### src/rtl/lbist_pkg.sv
package lbist_pkg;
   localparam int SYM_W  = 10;
   localparam int PRBS_N = 7;
   localparam int PC_W   = $clog2(SYM_W + 1);

   typedef logic [SYM_W-1:0]  sym_t;
   typedef logic [PRBS_N-1:0] lfsr_t;

   typedef enum logic [2:0] {
      BM_IDLE0 = 3'b000,
      BM_IDLE1 = 3'b001,
      BM_ONES  = 3'b010,
      BM_CPERR = 3'b011,
      BM_ZERO  = 3'b100,
      BM_CPAIR = 3'b101,
      BM_ALT   = 3'b110,
      BM_PRBS  = 3'b111
   } bmode_e;

   typedef struct packed {
      logic       pat_en;
      logic [2:0] mode;
   } cfg_t;

   localparam sym_t COMMA_LO = 10'b0011111010;
   localparam sym_t COMMA_HI = 10'b1100000101;
   localparam sym_t ALT_SYM  = 10'b0101010101;
   localparam sym_t CORR_MSK = 10'b0000000001;

   function automatic sym_t fixed_sym(input logic [2:0] m);
      case (m)
         BM_ONES: return '1;
         BM_ALT:  return ALT_SYM;
         default: return '0;
      endcase
   endfunction

   function automatic sym_t prbs_sym(input lfsr_t s);
      sym_t  r;
      lfsr_t t;
      logic  fb;
      t = s;
      r = '0;
      for (int i = 0; i < SYM_W; i++) begin
         fb = t[PRBS_N-1] ^ t[PRBS_N-2];
         r[SYM_W-1-i] = fb;
         t = {t[PRBS_N-2:0], fb};
      end
      return r;
   endfunction

   function automatic lfsr_t prbs_adv(input lfsr_t s);
      lfsr_t t;
      logic  fb;
      t = s;
      for (int i = 0; i < SYM_W; i++) begin
         fb = t[PRBS_N-1] ^ t[PRBS_N-2];
         t = {t[PRBS_N-2:0], fb};
      end
      return t;
   endfunction

   function automatic logic [PC_W-1:0] popcnt(input sym_t v);
      logic [PC_W-1:0] c;
      c = '0;
      for (int i = 0; i < SYM_W; i++) c = c + PC_W'(v[i]);
      return c;
   endfunction
endpackage

### src/rtl/lbist_tx_gen.sv
module lbist_tx_gen
   import lbist_pkg::*;
#(
   parameter lfsr_t SEED = '1
) (
   input  logic               clk,
   input  logic               rst_n,
   input  logic               restart,
   input  cfg_t               cfg,
   input  logic [2*SYM_W-1:0] pat,
   output sym_t               tx_sym
);
   logic  ph_q, ph_use;
   lfsr_t lf_q, lf_use;
   sym_t  pair_sym, nxt_sym;

   always_comb begin
      ph_use   = restart ? 1'b0 : ph_q;
      lf_use   = restart ? SEED : lf_q;
      pair_sym = ph_use ? COMMA_HI : COMMA_LO;
      if (cfg.pat_en) begin
         nxt_sym = ph_use ? pat[SYM_W-1:0] : pat[2*SYM_W-1:SYM_W];
      end else begin
         case (cfg.mode)
            BM_ZERO, BM_ONES, BM_ALT: nxt_sym = fixed_sym(cfg.mode);
            BM_CPAIR:                 nxt_sym = pair_sym;
            BM_CPERR:                 nxt_sym = pair_sym ^ CORR_MSK;
            BM_PRBS:                  nxt_sym = prbs_sym(lf_use);
            default:                  nxt_sym = '0;
         endcase
      end
   end

   always_ff @(posedge clk or negedge rst_n) begin
      if (!rst_n) begin
         ph_q   <= 1'b0;
         lf_q   <= SEED;
         tx_sym <= '0;
      end else begin
         tx_sym <= nxt_sym;
         ph_q   <= ~ph_use;
         lf_q   <= prbs_adv(lf_use);
      end
   end
endmodule

### src/rtl/lbist_rx_chk.sv
module lbist_rx_chk
   import lbist_pkg::*;
(
   input  logic clk,
   input  logic rst_n,
   input  logic restart,
   input  cfg_t cfg,
   input  sym_t rx_sym,
   output logic locked,
   output logic cmp_en,
   output sym_t miss
);
   logic  lock_q, ph_q, active, acq, hit_lo, hit_hi, is_pair;
   lfsr_t lf_q;
   sym_t  exp_sym;

   always_comb begin
      active  = !cfg.pat_en && (cfg.mode[2:1] != 2'b00);
      is_pair = (cfg.mode == BM_CPAIR) || (cfg.mode == BM_CPERR);
      hit_lo  = rx_sym[SYM_W-1:1] == COMMA_LO[SYM_W-1:1];
      hit_hi  = rx_sym[SYM_W-1:1] == COMMA_HI[SYM_W-1:1];
      if (is_pair) begin
         acq     = hit_lo || hit_hi;
         exp_sym = ph_q ? COMMA_HI : COMMA_LO;
      end else if (cfg.mode == BM_PRBS) begin
         acq     = rx_sym[PRBS_N-1:0] != '0;
         exp_sym = prbs_sym(lf_q);
      end else begin
         acq     = rx_sym == fixed_sym(cfg.mode);
         exp_sym = fixed_sym(cfg.mode);
      end
      miss   = rx_sym ^ exp_sym;
      cmp_en = lock_q && active && !restart;
      locked = lock_q;
   end

   always_ff @(posedge clk or negedge rst_n) begin
      if (!rst_n) begin
         lock_q <= 1'b0;
         ph_q   <= 1'b0;
         lf_q   <= '0;
      end else if (restart || !active) begin
         lock_q <= 1'b0;
      end else if (!lock_q) begin
         if (acq) begin
            lock_q <= 1'b1;
            ph_q   <= hit_lo;
            lf_q   <= rx_sym[PRBS_N-1:0];
         end
      end else begin
         ph_q <= ~ph_q;
         lf_q <= prbs_adv(lf_q);
      end
   end
endmodule

### src/rtl/lbist_err_acc.sv
module lbist_err_acc
   import lbist_pkg::*;
#(
   parameter int CNT_W = 16
) (
   input  logic             clk,
   input  logic             rst_n,
   input  logic             clr,
   input  logic             add_en,
   input  sym_t             miss,
   output logic [CNT_W-1:0] cnt
);
   logic [CNT_W:0]   sum;
   logic [PC_W-1:0]  inc;

   always_comb begin
      inc = popcnt(miss);
      sum = {1'b0, cnt} + (CNT_W+1)'(inc);
   end

   always_ff @(posedge clk or negedge rst_n) begin
      if (!rst_n) begin
         cnt <= '0;
      end else if (clr) begin
         cnt <= '0;
      end else if (add_en) begin
         cnt <= sum[CNT_W] ? '1 : sum[CNT_W-1:0];
      end
   end
endmodule

### src/rtl/lbist_top.sv
module lbist_top
   import lbist_pkg::*;
#(
   parameter int    CNT_W     = 16,
   parameter lfsr_t PRBS_SEED = '1
) (
   input  logic             clk,
   input  logic             rst_n,
   input  logic [2:0]       mode_sel,
   input  logic             pat_test_en,
   input  logic [3:0]       pat_hi4,
   input  logic [7:0]       pat_mid8,
   input  logic [7:0]       pat_lo8,
   output logic [9:0]       tx_sym,
   input  logic [9:0]       rx_sym,
   output logic             rx_locked,
   output logic [CNT_W-1:0] err_cnt
);
   localparam int PAT_W = 2 * SYM_W;

   generate
      if (CNT_W <= PC_W) begin : g_bad_cnt
         $error("lbist_top: CNT_W too small for one symbol of errors");
      end
      if (PRBS_SEED == '0) begin : g_bad_seed
         $error("lbist_top: PRBS_SEED must be nonzero");
      end
      if (PAT_W != 4 + 8 + 8) begin : g_bad_pat
         $error("lbist_top: pattern fields do not fill two symbols");
      end
   endgenerate

   cfg_t             cfg, cfg_q;
   logic             restart, cmp_en;
   logic [PAT_W-1:0] pat;
   sym_t             miss;

   assign cfg     = '{pat_en: pat_test_en, mode: mode_sel};
   assign restart = cfg != cfg_q;
   assign pat     = {pat_hi4, pat_mid8, pat_lo8};

   always_ff @(posedge clk or negedge rst_n) begin
      if (!rst_n) cfg_q <= '0;
      else        cfg_q <= cfg;
   end

   lbist_tx_gen #(.SEED(PRBS_SEED)) u_gen (
      .clk(clk), .rst_n(rst_n), .restart(restart), .cfg(cfg), .pat(pat), .tx_sym(tx_sym)
   );

   lbist_rx_chk u_chk (
      .clk(clk), .rst_n(rst_n), .restart(restart), .cfg(cfg), .rx_sym(rx_sym),
      .locked(rx_locked), .cmp_en(cmp_en), .miss(miss)
   );

   lbist_err_acc #(.CNT_W(CNT_W)) u_acc (
      .clk(clk), .rst_n(rst_n), .clr(restart), .add_en(cmp_en), .miss(miss), .cnt(err_cnt)
   );
endmodule

### config.mk
export PLATFORM = sky130hd
export DESIGN_NAME = lbist_top
export DESIGN_NICKNAME = d
export VERILOG_FILES = /design/src/rtl/lbist_pkg.sv /design/src/rtl/lbist_tx_gen.sv /design/src/rtl/lbist_rx_chk.sv /design/src/rtl/lbist_err_acc.sv /design/src/rtl/lbist_top.sv
export SDC_FILE = /design/constraint.sdc
export NUM_CORES = 1
export LEC_CHECK = 0
export BUFFER_PORTS_ARGS = -buffer_cell sky130_fd_sc_hd__buf_4
export CAP_MARGIN = 20
export CORE_MARGIN = 10
export CORE_UTILIZATION = 25
export DETAILED_ROUTE_END_ITERATION = 8
export PLACE_DENSITY = 0.38
export SETUP_SLACK_MARGIN = 0.2
export SLEW_MARGIN = 20
export SYNTH_ARGS = -nofsm -noshare
export SYNTH_HDL_FRONTEND = slang
export SYNTH_HIERARCHICAL = 1
export SYNTH_SLANG_ARGS = --single-unit
### constraint.sdc
create_clock -name clk -period 12.8 [get_ports clk]
set_input_delay 1.28 -clock clk [delete_from_list [all_inputs] [get_ports clk]]
set_output_delay 1.28 -clock clk [all_outputs]
set_load 0.01 [all_outputs]
# After elaboration in Yosys (flattened, before gate mapping)
# Cells that the tools add are included.
# op_classes
reduce_logical	15
n_bitwise	25
muxes	24
n_eq_ne	10
add_sub_neg	10
# op_table
op	n
two-way mux 10 bit	8
two-way mux 16 bit	3
case mux 10 bit (4 select lines)	1
adder 4 x 1 -> 4 bit	8
two-way mux 7 bit	3
case mux 10 bit (2 select lines)	1
bitwise XOR 1 bit	20
adder 16 x 4 -> 17 bit	1
== test 3 bit (second input constant)	4
== test 10 bit	1
bitwise XOR 10 bit	1
== test 9 x 7 -> 1 bit (second input constant)	1
== test 9 bit (second input constant)	1
two-way mux 1 bit	8
nonzero test 7 bit	1
== test 3 x 2 -> 1 bit (second input constant)	2
nonzero test 2 bit	3
!= test 4 bit	1
inverter 1 bit	4
logical AND 1 bit	3
logical NOT 1 bit	3
logical OR 1 bit	3
OR reduction 3 bit	1
adder 1 x 1 -> 2 bit	1
AND reduction 2 bit	1
# word_totals
ff_bits	47
in_bits	36
output_inout_bits	27

# Longest topological paths before layout
# Gate-level depths: netlist of run 1.
# depth
depth_word	18
mapped_depth	18
ltp_nobuf	16

# Modules after synthesis
# Netlist of run 1, hierarchy kept.
# by_module_without_submodules
mod	cells_each	instances	area_per_inst_um2
lbist_err_acc	129	1	1268.7
lbist_tx_gen	103	1	1033.5
lbist_rx_chk	128	1	1022.2
lbist_top	9	1	141.4

# Least setup slack after synthesis of run 1
# No wires, ideal clock.
# synth_path
path_type	in2reg
from	in mode_sel[1]
to	reg u_acc.cnt[3]
stages	17
arrival_ps	5126
t_required_ps	12651
path_slack_ps	7525
cell_sequence	buf_2 buf_1 a21oi_1 o21ai_0 xor2_1 fa_1 inv_1 fa_1 fa_1 fa_1 inv_1 fa_1 a211oi_2 o21bai_1 nand4b_4 buf_6 a311oi_2
# synth_via
elab_chain_len	18
elab_cells_between_ends	30
classes_between	10 x add/sub; 6 x eq/ne; 6 x mux; 1 x bitwise; 7 x reduce/logical
# synth_lines
item	line_no	source
start: declaration	lbist_top.sv:9	input logic [2:0] mode_sel,
== test 3 bit / == test 3 x 2 -> 1 bit (equally long branches)	lbist_pkg.sv:31	case (m)
case mux 10 bit (2 select lines)	lbist_pkg.sv:31	
two-way mux 10 bit	lbist_rx_chk.sv:25	end else if (cfg.mode == BM_PRBS) begin
two-way mux 10 bit (*)	lbist_rx_chk.sv:22	if (is_pair) begin
bitwise XOR 10 bit (*)	lbist_rx_chk.sv:32	miss = rx_sym ^ exp_sym;
via miss[1]	lbist_top.sv:36	sym_t miss;
adder 1 x 1 -> 2 bit (*)	lbist_pkg.sv:66	for (int i = 0; i < SYM_W; i++) c = c + PC_W'(v[i]);
adder 4 x 1 -> 4 bit (*) (8 in a row)	lbist_pkg.sv:66	
adder 16 x 4 -> 17 bit (*)	lbist_err_acc.sv:18	sum = {1'b0, cnt} + (CNT_W+1)'(inc);
two-way mux 16 bit (*)	lbist_err_acc.sv:27	cnt <= sum[CNT_W] ? '1 : sum[CNT_W-1:0];
two-way mux 16 bit (*)	lbist_err_acc.sv:26	end else if (add_en) begin
two-way mux 16 bit (*)	lbist_err_acc.sv:24	end else if (clr) begin
end signal: assignment	lbist_err_acc.sv:27	
end: declaration	lbist_err_acc.sv:11	output logic [CNT_W-1:0] cnt
# The timed path passes the listed nets; every way through them passes the cells marked *. The select of a mux whose other input is x is not followed.
# A chain may end at the register's enable or synchronous reset.

# Worst setup path in the final report of run 1
# layout_path
from	in mode_sel[1]
to	reg u_acc.cnt[1]
# layout_via
elab_cells_between_ends	30
classes_between	10 x add/sub; 6 x eq/ne; 6 x mux; 1 x bitwise; 7 x reduce/logical
# layout_lines
item	line_no
== test 3 bit / == test 3 x 2 -> 1 bit (equally long branches)	lbist_pkg.sv:31
case mux 10 bit (2 select lines)	lbist_pkg.sv:31
two-way mux 10 bit	lbist_rx_chk.sv:25
two-way mux 10 bit (*)	lbist_rx_chk.sv:22
bitwise XOR 10 bit (*)	lbist_rx_chk.sv:32
via miss[5]	lbist_top.sv:36
adder 4 x 1 -> 4 bit (*) (5 in a row)	lbist_pkg.sv:66
adder 16 x 4 -> 17 bit (*)	lbist_err_acc.sv:18
two-way mux 16 bit (*)	lbist_err_acc.sv:27
two-way mux 16 bit (*)	lbist_err_acc.sv:26
two-way mux 16 bit (*)	lbist_err_acc.sv:24
# Marks and branches as above.

==> qor.yml, run 1 <==
synth:
  synth_cell_types: 65
  ys_seq_elements: 47
  synthAdderAreaFrac: 0.05848
  synth-xor-area-share: 0.09097
  synth_seq_area_share: 0.3419
  synth.mux.area_fraction: 0.08087
  syn_area_per_cell_um2: 9.392
  synth_top_family_by_area: "compound AO/OA/AOI/OAI gates"
  syn_inst: 369
  synth_top_area_cell: "dfrtp_1"
  synth_compound_area_frac: 0.2144
  async_reset_ff_frac: 1.000
  syn-cell-area_um2: 3466
  yosysTopAreaCellShare: 0.2888
  synth_nets: 417
  synth_edf_count: 0
  synth_warnings: 6
  yosys-top-cells-area: "dfrtp_1 (29%), dfstp_2 (5.3%), xnor2_1 (5.1%), fa_1 (4.0%), xor2_1 (4.0%)"
  synthSimpleGateAreaFrac: 0.1531
  synthFlopType: "dfrtp_1"
clock_tree:
  root_buffer: "clkbuf_16"
  cts_tree: "done"
  clkTransAtPathRegs_ns: 0.07
  htreeDepth: 2
  ctsHoldBuffers: 0
  cts_sinks: 47
  cts_setup_buffers: 0
  clk_latency_ns: 0.29
  clockBufferDepth: 2
  cts_buffers: 5
  cts_resized: 0
global_routing:
  grt_max_degree: 48
  grtUsageTotal: 0.1057
  grt_pass1_wl_mm: 15.89
  grt_pass1_vias: 3055
  gr-total-overflow: 0
  antenna_found_initial: 0
setup_path:
  worstSetupPathType: "input pin to flop"
  cp_max_fo: 31
  cp.required_ns: 12.94
  arrival_ns: 5.49
  endpoint_kind: "flop"
  r2r_start: "u_chk/lf_q[5]$_DFFE_PN0P_"
  start_kind: "input pin"
  crit_start: "mode_sel[1]"
detailed_routing:
  wl_per_cell_um: 16.68
  vias_per_cell: 4.874
  wl_mm: 9.959
  first_iter_violations: 147
  drtPass1Iterations: 4
  num_vias: 2910
  drtAntennaViolNets: 0
  drc_errors: 0
run_status:
  status: "complete, no violations"
min_path:
  hp-class: "flop to flop"
  worstHoldStart: "u_chk/lf_q[6]$_DFFE_PN0P_"
cells_and_area:
  syn_to_final_growth_pct: 22.09
  finalNetCount: 468
  num_antenna_cells: 0
  drive_gt1_frac: 0.2565
  layoutNonFillerInstCount: 597
  final_common_cell: "buf_4"
  layout_common_cells: "buf_4 (63), dfrtp_1 (40), inv_1 (29), nand2_1 (25), nor2_1 (21)"
floorplan:
  coreArea_um2: 13400
  die_area_um2: 18970
  die_h_um: 137.7
  die_w_um: 137.7
  rows: 42
  io_pins: 63
  start_util: 0.2586
sta:
  finalSetupTns_ns: 0
  fin_crit_sh: 0.4178
  fin_skew_ns: 0.004363
  tightest_slew_ns: 0.6444
  relSlewSlack: 0.5704
  hold_violations: 0
  finalMaxSlewViolations: 0
  fin_ws_ns: 7.452
  period_needed_ns: 5.348
  rsz0062_at_grt: "no"
  setup_viol: 0
  fmax_mhz: 187.0
power:
  power_density_nw_per_um2: 110.8
  ir_drop_uv: 47.26
  p_leak_nw: 1.984
run:
  drv_cap: 0
placed_design:
  dp_cells: 589
  hpwl_mm: 7.384
  gp_congestion: 0.8113
  io_buffers: 62
  dp_slack_ns: 7.155
[metal layers]
layer | vias up | GRT usage | wire [µm]
li1 | 1433 | - | -
met1 | 1394 | 0.1308 | 4644
met2 | 69 | 0.1738 | 4675
met3 | 14 | 0.02440 | 436
met4 | 0 | 0.04171 | 204
met5 | - | 0 | 0
[worst paths after layout]
check                                       endpoint  slack, ns  cells past startpoint
hold / removal             u_chk/lf_q[6]$_DFFE_PN0P_       0.58                      2
setup / recovery            u_acc/cnt[1]$_DFFE_PN0P_       7.45                     16
max in group asynchronous  u_gen/tx_sym[5]$_DFF_PN0_      11.36                      1
min in group asynchronous  u_chk/lf_q[1]$_DFFE_PN0P_       1.01                      1
hold reg to reg            u_chk/lf_q[6]$_DFFE_PN0P_       0.58                      2
setup reg to reg            u_acc/cnt[1]$_DFFE_PN0P_       8.08                     16
[Yosys cell counts (all sizes together) (6+ instances only)]
library cell,number
dfrtp,40
inv,30
o21ai,26
nand2,25
nor2,22
a21oi,21
xnor2,20
xor2,16
mux2i,13
buf,11
mux2,11
nor3,10
a211oi,9
a31oi,9
clkbuf,8
a311oi,7
dfstp,7
fa,7
nand3,7
nor2b,6
[registers in the layout, summed over array words and instances, names as in the netlist]
signal        cells
u_gen/ph_q        1
u_chk/lf_q        7
u_gen/tx_sym     10
u_gen/lf_q        7
u_acc/cnt        16
u_chk/locked      1
u_chk/ph_q        1
cfg_q             4
[where the power goes]
group	switching (mW)	internal, mW	total (mW)	leakage [nW]
sequential	0.00885	0.158	0.167	0.568
combinational	0.0834	0.0680	0.151	1.33
clock	0.0587	0.0922	0.151	0.0838
total	0.151	0.318	0.469	1.98
[critical path: stages]
cell      delay (ns)
buf_4           0.22
nor2_1          0.32
a21oi_1         0.07
o21ai_0         0.23
xor2_1          0.13
fa_1            0.55
inv_1           0.05
fa_1            0.45
fa_1            0.51
fa_1            0.19
inv_1           0.06
fa_1            0.41
a211oi_2        0.37
o21bai_1        0.20
nand4b_4        0.30
a311oi_1        0.14
[cells by family after synthesis]
logic type | count (synthesis)
AO/OA/AOI/OAI | 102
XOR/XNOR | 36
adder cells (fa/ha/maj) | 12
buffers and inverters | 49
flip-flops | 47
multiplexers | 24
AND/OR/NAND/NOR | 99
[stage by stage]
| step | power, mW | cell area, µm² | util | hold slack, ns |
|---|---|---|---|---|
| after floorplan | 0.2759 | 3466 | - | 0.5240 |
| after global placement | 0.3229 | 4063 | 0.3032 | 0.5615 |
| after detailed placement | 0.3234 | 4063 | 0.3032 | 0.5628 |
| after CTS | 0.4793 | 4232 | 0.3158 | 0.5765 |
| after global routing | 0.5041 | 4232 | 0.3158 | 0.5924 |
| final | 0.4691 | 4232 | 0.3158 | 0.5772 |
[final cells by class]
class                   count  area, µm²
flip-flops and latches     47       1185
repair buffers             63      473.0
well taps                 176      220.2
clock inverters             3      43.79
clock buffers               5      125.1
multi-input cells         273       2072
inverters                  30      112.6
fillers                  1397       9169
(Power assumes the default switching activity.)
==> run 2: changes to the inputs <==
==> constraint.sdc (replaced) <==
create_clock -name clk -period 5.6 [get_ports clk]
set_input_delay 0.56 -clock clk [delete_from_list [all_inputs] [get_ports clk]]
set_output_delay 0.56 -clock clk [all_outputs]
set_load 0.01 [all_outputs]
==> run 2 against run 1 <==
Wire length shrank 1.7%; critical path depth is the same; worst setup slack lost 6.6 ns; count of clock-buffer cells in the layout is the same; die area is the same; non-clock buffer count is the same; combinational power grew 130%; critical endpoint unchanged; largest power group unchanged.
==> qor.yml, run 2 (same netlist as run 1, synthesis figures left out) <==
run_status:
  status: "complete, no violations"  # unchanged
detailed_routing:
  num_vias: 2886  # was 2910
  wl_met3_um: 512  # was 436 µm
  drtAntennaViolNets: 0  # unchanged
  first_iter_violations: 136  # was 147
  drt-met1-wl_mm: 4.436  # was 4.644 mm
  wl_mm: 9.792  # was 9.959 mm
  drtPass1Iterations: 4  # unchanged
  vias_per_cell: 4.834  # was 4.874
  dr_wl_met2_mm: 4.706  # was 4.675 mm
  drc_errors: 0  # unchanged
  highest_layer: "met4"  # unchanged
  wl_per_cell_um: 16.40  # was 16.68 µm
placed_design:
  gp_congestion: 0.8107  # was 0.8113
  dp_cells: 589  # unchanged
  io_buffers: 62  # unchanged
  hpwl_mm: 7.344  # was 7.384 mm
  dp_slack_ns: 0.6575  # was 7.155 ns
  postPlaceCellArea_um2: 4063  # unchanged
run:
  drv_cap: 0  # unchanged
floorplan:
  io_pins: 63  # unchanged
  die_h_um: 137.7  # unchanged
  rows: 42  # unchanged
  coreArea_um2: 13400  # unchanged
  die_area_um2: 18970  # unchanged
  die_w_um: 137.7  # unchanged
  start_util: 0.2586  # unchanged
clock_tree:
  cts_resized: 0  # unchanged
  clk_latency_ns: 0.29  # about the same
  cts_setup_buffers: 0  # unchanged
  clkTransAtPathRegs_ns: 0.07  # about the same
  cts_buffers: 5  # unchanged
  ctsHoldBuffers: 0  # unchanged
  root_buffer: "clkbuf_16"  # unchanged
  clockBufferDepth: 2  # unchanged
  cts_sinks: 47  # unchanged
  cts_tree: "done"  # unchanged
  htreeDepth: 2  # unchanged
global_routing:
  grt_pass1_vias: 3039  # was 3055
  grtUsageTotal: 0.1049  # was 0.1057
  grt_pass1_wl_mm: 16.07  # was 15.89 mm
  antenna_found_initial: 0  # unchanged
  grt_max_degree: 48  # unchanged
  gr-total-overflow: 0  # unchanged
sta:
  rsz0062_at_grt: "no"  # unchanged
  fin_skew_ns: 0.003393  # was 0.004363 ns
  finalSetupTns_ns: 0  # unchanged
  finalMaxSlewViolations: 0  # unchanged
  relSlewSlack: 0.5696  # was 0.5704
  hold_ws_ns: 0.2791  # was 0.5772 ns
  fin_crit_sh: 0.8410
  tightest_slew_ns: 0.6457  # was 0.6444 ns
  setup_viol: 0  # unchanged
  hold_violations: 0  # unchanged
  period_needed_ns: 4.710
  fmax_mhz: 212.3
  fin_ws_ns: 0.8902  # was 7.452 ns
power:
  power_density_nw_per_um2: 253.9  # was 110.8 nW/µm²
  power.total_mw: 1.075  # was 0.4691 mW
  p_sw_mw: 0.3487  # was 0.1510 mW
  p_comb_frac: 0.320  # was 0.323
  p_sw_frac: 0.3245  # was 0.3218
  intPower_mw: 0.7258  # was 0.3181 mW
  p_leak_nw: 1.984  # unchanged
  ir_drop_uv: 104.4  # was 47.26 µV
  clkPwrFrac: 0.326  # was 0.322
  pwr-share-seq: 0.354  # was 0.356
cells_and_area:
  multi_input_comb_area_um2: 2072  # unchanged
  largest_register_ffs: 16  # unchanged
  syn_to_final_growth_pct: 22.09  # unchanged
  final_common_cell: "buf_4"  # unchanged
  layout_common_cells: "buf_4 (63), dfrtp_1 (40), inv_1 (29), nand2_1 (25), nor2_1 (21)"  # unchanged
  finalNetCount: 468  # unchanged
  final_cell_area_um2: 4232  # unchanged
  drive_gt1_frac: 0.2565  # unchanged
  layout.area.seq_um2: 1185  # unchanged
  regMostFlops: "u_acc/cnt"  # unchanged
  num_antenna_cells: 0  # unchanged
  n_fill_cell: 1411  # was 1397
  fin_util: 0.3158  # unchanged
  layoutNonFillerInstCount: 597  # unchanged
  reg_top3: "u_acc/cnt x16, u_gen/tx_sym x10"  # unchanged
setup_path:
  start_kind: "flop"  # was input pin
  cp_max_fo: 14  # was 31
  arrival_ns: 4.85  # was 5.49 ns
  cp.required_ns: 5.74  # was 12.94 ns
  r2r_start: "u_chk/lf_q[5]$_DFFE_PN0P_"  # unchanged
  endpoint_kind: "flop"  # unchanged
  worstSetupPathType: "flop to flop"  # was input pin to flop
  crit_start: "u_chk/lf_q[5]$_DFFE_PN0P_"  # was mode_sel[1]
min_path:
  hp-class: "input pin to asynchronous set/reset pin"  # was flop to flop
==> run 2: cell counts in the layout (fill, tap and decap cells not counted) <==
Identical to the previous run, type by type.
==> run 2: critical path, stage by stage, from the launching register on <==
cell	delay, ns
dfrtp_1	0.43
xnor2_1	0.31
xnor2_1	0.19
a21oi_1	0.09
o21ai_0	0.20
xor2_1	0.21
fa_1	0.44
inv_1	0.09
fa_1	0.44
fa_1	0.52
fa_1	0.19
inv_1	0.05
fa_1	0.41
a211oi_2	0.36
o21bai_1	0.20
nand4b_4	0.30
a311oi_1	0.14
==> run 2: area by class of cell <==
cell class	count	share of cell area
inverter	30	0.02661
clock buffer	5	0.02957
multi-input combinational	273	0.4897
sequential	47	0.2800
timing repair buffer	63	0.1118
tap	176	0.05204
clock inverter	3	0.01035
==> run 2: power by group through the flow <==
stage	Combinational (mW)	Clock, mW	Sequential (mW)
after detailed placement	0.350	0	0.387
after CTS	0.351	0.364	0.381
after floorplan	0.246	0	0.385
after global routing	0.397	0.374	0.383
after global placement	0.350	0	0.388
final	0.344	0.350	0.380
==> run 2: routing by layer <==
metal | vias to the layer above | track usage
met5 | - | 0
met4 | 0 | 0.02955
met3 | 7 | 0.02549
met2 | 84 | 0.1778
met1 | 1364 | 0.1291
li1 | 1431 | -
==> run 2: final timing paths <==
check / endpoint / slack, ns / cells after the start
setup / recovery: u_acc/cnt[1]$_DFFE_PN0P_ / 0.89 / 16
hold / removal: u_chk/ph_q$_DFFE_PN0P_ / 0.28 / 1
setup reg to reg: u_acc/cnt[1]$_DFFE_PN0P_ / 0.89 / 16
hold reg to reg: u_chk/lf_q[6]$_DFFE_PN0P_ / 0.57 / 2
max in group asynchronous: u_chk/locked$_DFF_PN0_ / 4.87 / 1
min in group clk: cfg_q[0]$_DFF_PN0_ / 0.52 / 1
==> run 3: changes to the inputs <==
--- a/config.mk
+++ b/config.mk
@@ -5,6 +5,7 @@
 export SDC_FILE = /design/constraint.sdc
 export NUM_CORES = 1
 export LEC_CHECK = 0
+export ABC_AREA = 1
 export BUFFER_PORTS_ARGS = -buffer_cell sky130_fd_sc_hd__buf_4
 export CAP_MARGIN = 20
 export CORE_MARGIN = 10
==> constraint.sdc (replaced) <==
create_clock -name clk -period 4.65 [get_ports clk]
set_input_delay 0.465 -clock clk [delete_from_list [all_inputs] [get_ports clk]]
set_output_delay 0.465 -clock clk [all_outputs]
set_load 0.01 [all_outputs]
==> run 3 against run 2 <==
Utilization is 1.2 points higher; synthesized cell count is 43% higher; die area is 2.5% higher; sequential share of layout area is 2.0 points lower; critical path depth is 3 higher; count of clock-buffer cells in the layout is 1 higher; highest routed layer unchanged; first-iteration DRC count is 36% higher; combinational power is 44% higher; register-to-register slack worse by 0.46 ns; maximum frequency is 12% higher.
==> qor.yml, run 3 <==
run_status:
  status: "complete, no violations"  # unchanged
setup_path:
  start_kind: "flop"  # unchanged
  crit_top_cell: "fa_1"  # unchanged
  endpoint_kind: "flop"  # unchanged
  r2r_cells: 19  # was 16
  slowest_delay_ns: 0.54  # was 0.52 ns
  worstSetupPathType: "flop to flop"  # unchanged
  arrival_ns: 4.46  # was 4.85 ns
  cpMaxStageDelayCell: "fa_1"  # unchanged
  cp_max_fo: 9  # was 14
  cp.required_ns: 4.89  # was 5.74 ns
  crit_chain: "xnor2_4 > xnor2_2 > nor2_1 > nor2_1 > xor2_1 > fa_1 > inv_1 > fa_1 > fa_1 > fa_2 > inv_2 > fa_2 > nand3_4 > a21oi_4 > nand3_2 > buf_4 > o21ai_0 > nand2_1 > nand2_1"  # was xnor2_1 > xnor2_1 > a21oi_1 > o21ai_0 > xor2_1 > fa_1 > inv_1 > fa_1 > fa_1 > fa_1 > inv_1 > fa_1 > a211oi_2 > o21bai_1 > nand4b_4 > a311oi_1
synth:
  yosys-top-cells-count: "nand2_1 (195), inv_1 (62), nor2_1 (59), dfrtp_1 (40), nand3_1 (36)"  # was dfrtp_1 (40), inv_1 (29), nand2_1 (25), nor2_1 (21)
  synthFlopType: "dfrtp_1"  # unchanged
  synth_edf_count: 0  # unchanged
  yosys-top-cells-area: "dfrtp_1 (28%), nand2_1 (21%), inv_1 (6.5%), nor2_1 (6.2%), dfstp_2 (5.2%)"  # was dfrtp_1 (29%), dfstp_2 (5.3%), xnor2_1 (5.1%), fa_1 (4.0%), xor2_1 (4.0%)
  synth-xor-area-share: 0.06384  # was 0.09097
  yosysTopAreaCellShare: 0.2806  # was 0.2888
  synth.mux.area_fraction: 0.002806  # was 0.08087
  synthSimpleGateAreaFrac: 0.3809  # was 0.1531
  synth_top_area_cell: "dfrtp_1"  # unchanged
  syn_area_per_cell_um2: 6.769  # was 9.392 µm²
  syn-cell-area_um2: 3567  # was 3466 µm²
  synth_compound_area_frac: 0.07927  # was 0.2144
  async_reset_ff_frac: 1.000  # unchanged
  ys_seq_elements: 47  # unchanged
  synth_warnings: 6  # unchanged
  synth_top_family_by_area: "simple AND/OR/NAND/NOR gates"  # was compound AO/OA/AOI/OAI gates
  yosysMostFrequentCell: "nand2_1"  # was dfrtp_1
  synthAdderAreaFrac: 0.05682  # was 0.05848
  synth_seq_area_share: 0.3322  # was 0.3419
  syn_inst: 527  # was 369
  synth_nets: 575  # was 417
  synth_cell_types: 37  # was 65
clock_tree:
  cts_buffers: 5  # unchanged
  root_buffer: "clkbuf_16"  # unchanged
  clockBufferDepth: 2  # unchanged
  clk_latency_ns: 0.30  # was 0.29 ns
  htreeDepth: 2  # unchanged
  cts_tree: "done"  # unchanged
  clkTransAtPathRegs_ns: 0.07  # about the same
  cts_sinks: 47  # unchanged
global_routing:
  grt_pass1_vias: 3522  # was 3039
  grt_max_degree: 48  # unchanged
  grt_pass1_wl_mm: 17.46  # was 16.07 mm
  gr-total-overflow: 0  # unchanged
  antenna_found_initial: 0  # unchanged
  grtUsageTotal: 0.1073  # was 0.1049
cells_and_area:
  largest_register_ffs: 16  # unchanged
  regMostFlops: "u_acc/cnt"  # unchanged
  finalNetCount: 653  # was 468
  layout_common_cells: "nand2_1 (195), buf_4 (78), inv_1 (61), nor2_1 (57), dfrtp_1 (38)"  # was buf_4 (63), dfrtp_1 (40), inv_1 (29), nand2_1 (25), nor2_1 (21)
  reg_top3: "u_acc/cnt x16, u_gen/tx_sym x10"  # unchanged
  n_fill_cell: 1516  # was 1411
  syn_to_final_growth_pct: 27.96  # was 22.09%
  drive_gt1_frac: 0.2178  # was 0.2565
  final_common_cell: "nand2_1"  # was buf_4
  num_antenna_cells: 0  # unchanged
placed_design:
  hpwl_mm: 8.287  # was 7.344 mm
  io_buffers: 62  # unchanged
  gp_congestion: 0.8248  # was 0.8107
sta:
  period_needed_ns: 4.220  # was 4.710 ns
  setup_viol: 0  # unchanged
  fin_crit_sh: 0.9076  # was 0.8410
  hold_violations: 0  # unchanged
  fin_skew_ns: 0.006595  # was 0.003393 ns
  rsz0062_at_grt: "no"  # unchanged
  tightest_slew_ns: 0.8820  # was 0.6457 ns
  relSlewSlack: 0.4098  # was 0.5696
  finalMaxSlewViolations: 0  # unchanged
  finalSetupTns_ns: 0  # unchanged
  fmax_mhz: 236.9  # was 212.3 MHz
floorplan:
  coreArea_um2: 13930  # was 13400 µm²
  die_h_um: 139.5  # was 137.7 µm
  rows: 43  # was 42
  die_w_um: 139.5  # was 137.7 µm
  io_pins: 63  # unchanged
  die_area_um2: 19450  # was 18970 µm²
  start_util: 0.2560  # was 0.2586
detailed_routing:
  drtAntennaViolNets: 0  # unchanged
  wl_per_cell_um: 13.42  # was 16.40 µm
  vias_per_cell: 4.374  # was 4.834
  wl_mm: 10.55  # was 9.792 mm
  drtPass1Iterations: 4  # unchanged
  drc_errors: 0  # unchanged
  num_vias: 3438  # was 2886
  first_iter_violations: 185  # was 136
power:
  p_leak_nw: 2.407  # was 1.984 nW
  p_comb_frac: 0.376  # was 0.320
  clkPwrFrac: 0.279  # was 0.326
  ir_drop_uv: 140.7  # was 104.4 µV
  power_density_nw_per_um2: 289.9  # was 253.9 nW/µm²
  intPower_mw: 0.8608  # was 0.7258 mW
  pwr-share-seq: 0.345  # was 0.354
  p_sw_frac: 0.3495  # was 0.3245
  p_sw_mw: 0.4624  # was 0.3487 mW
  power.total_mw: 1.323  # was 1.075 mW
min_path:
  hp-class: "input pin to asynchronous set/reset pin"  # unchanged
run:
  drv_cap: 0  # unchanged
==> run 3: cell types whose count changed after synthesis, sizes merged, moves of 7 or more <==
cell	previous run	this run
a311oi	7	0
mux2i	13	1
a211oi	9	0
nand2	25	199
xnor2	20	10
nand3	7	40
mux2	11	0
inv	30	65
a21oi	21	8
nor2	22	63
a31oi	9	0
==> run 3: worst max-delay path, delay by kind of cell, from the launching register on <==
| family | cells | cell delay, ns |
|---|---|---|
| compound gates | 2 | 0.24 |
| xor+xnor | 3 | 0.52 |
| fa+ha+maj | 5 | 2.08 |
| buf+inv | 3 | 0.34 |
| flops | 1 | 0.47 |
| simple gates | 6 | 0.53 |
==> run 3: layout make-up <==
type / count / area [µm²] / area share
Inverter: 68 / 255.2 / 0.05592
Clock inverter: 2 / 12.51 / 0.002741
Clock buffer: 6 / 128.9 / 0.02823
Timing Repair Buffer: 78 / 585.6 / 0.1283
Tap cell: 180 / 225.2 / 0.04934
Sequential cell: 47 / 1187 / 0.2601
Multi-Input combinational cell: 405 / 2170 / 0.4753
==> run 3: kinds of logic after synthesis <==
group,Yosys count
buf+inv,75
mux,1
flops,47
compound gates,48
simple gates,318
fa+ha+maj,12
xor+xnor,26
==> run 3: power by group through the flow <==
stage,Clock (mW),Sequential [mW],Combinational (mW)
after floorplan,0,0.462,0.293
after global placement,0,0.461,0.443
after detailed placement,0,0.460,0.439
after CTS,0.388,0.454,0.441
after global routing,0.407,0.460,0.568
final,0.369,0.457,0.497
==> run 3: per-layer routing <==
layer  track usage  wire, µm  share of wire  vias up
met1        0.1406      5262           0.50     1565
met3       0.03062       515          0.049       10
met2        0.1658      4629           0.44       75
li1              -         -              -     1788
met5             0         0              0        -
met4       0.03295       138          0.013        0
==> run 3: what timing repair did <==
action                     in CTS  in global routing
cloned                          0                  0
setup endpoints to repair       2                 16
gates resized for setup         1                 17
buffers inserted                0                  5
pin swaps                       0                  5
hold buffers                    0                  0
==> run 3: worst paths after layout <==
path / from / endpoint / slack, ns
max: u_chk/lf_q[4]$_DFFE_PN0P_ / u_acc/cnt[7]$_DFFE_PN0P_ / 0.43
min: rst_n / u_acc/cnt[12]$_DFFE_PN0P_ / 0.19
max reg2reg: u_chk/lf_q[4]$_DFFE_PN0P_ / u_acc/cnt[7]$_DFFE_PN0P_ / 0.43
min reg2reg: u_gen/lf_q[3]$_DFF_PN1_ / u_gen/lf_q[1]$_DFF_PN1_ / 0.52
max in group asynchronous: rst_n / u_chk/lf_q[3]$_DFFE_PN0P_ / 3.97
min in group clk: mode_sel[0] / cfg_q[0]$_DFF_PN0_ / 0.36
==> run 3: through the flow <==
step	instance area, µm²	setup WS [ns]	hold WS (ns)	std cells	util
after global placement	4295	0.08289	0.4927	773	0.3083
after CTS	4444	0.2548	0.2280	781	0.3189
final	4564	0.4296	0.1878	786	0.3276
after global routing	4564	0.1813	0.2509	786	0.3276
after floorplan	3567	0.3830	0.1694	527	-
after detailed placement	4295	0.04890	0.4901	773	0.3083
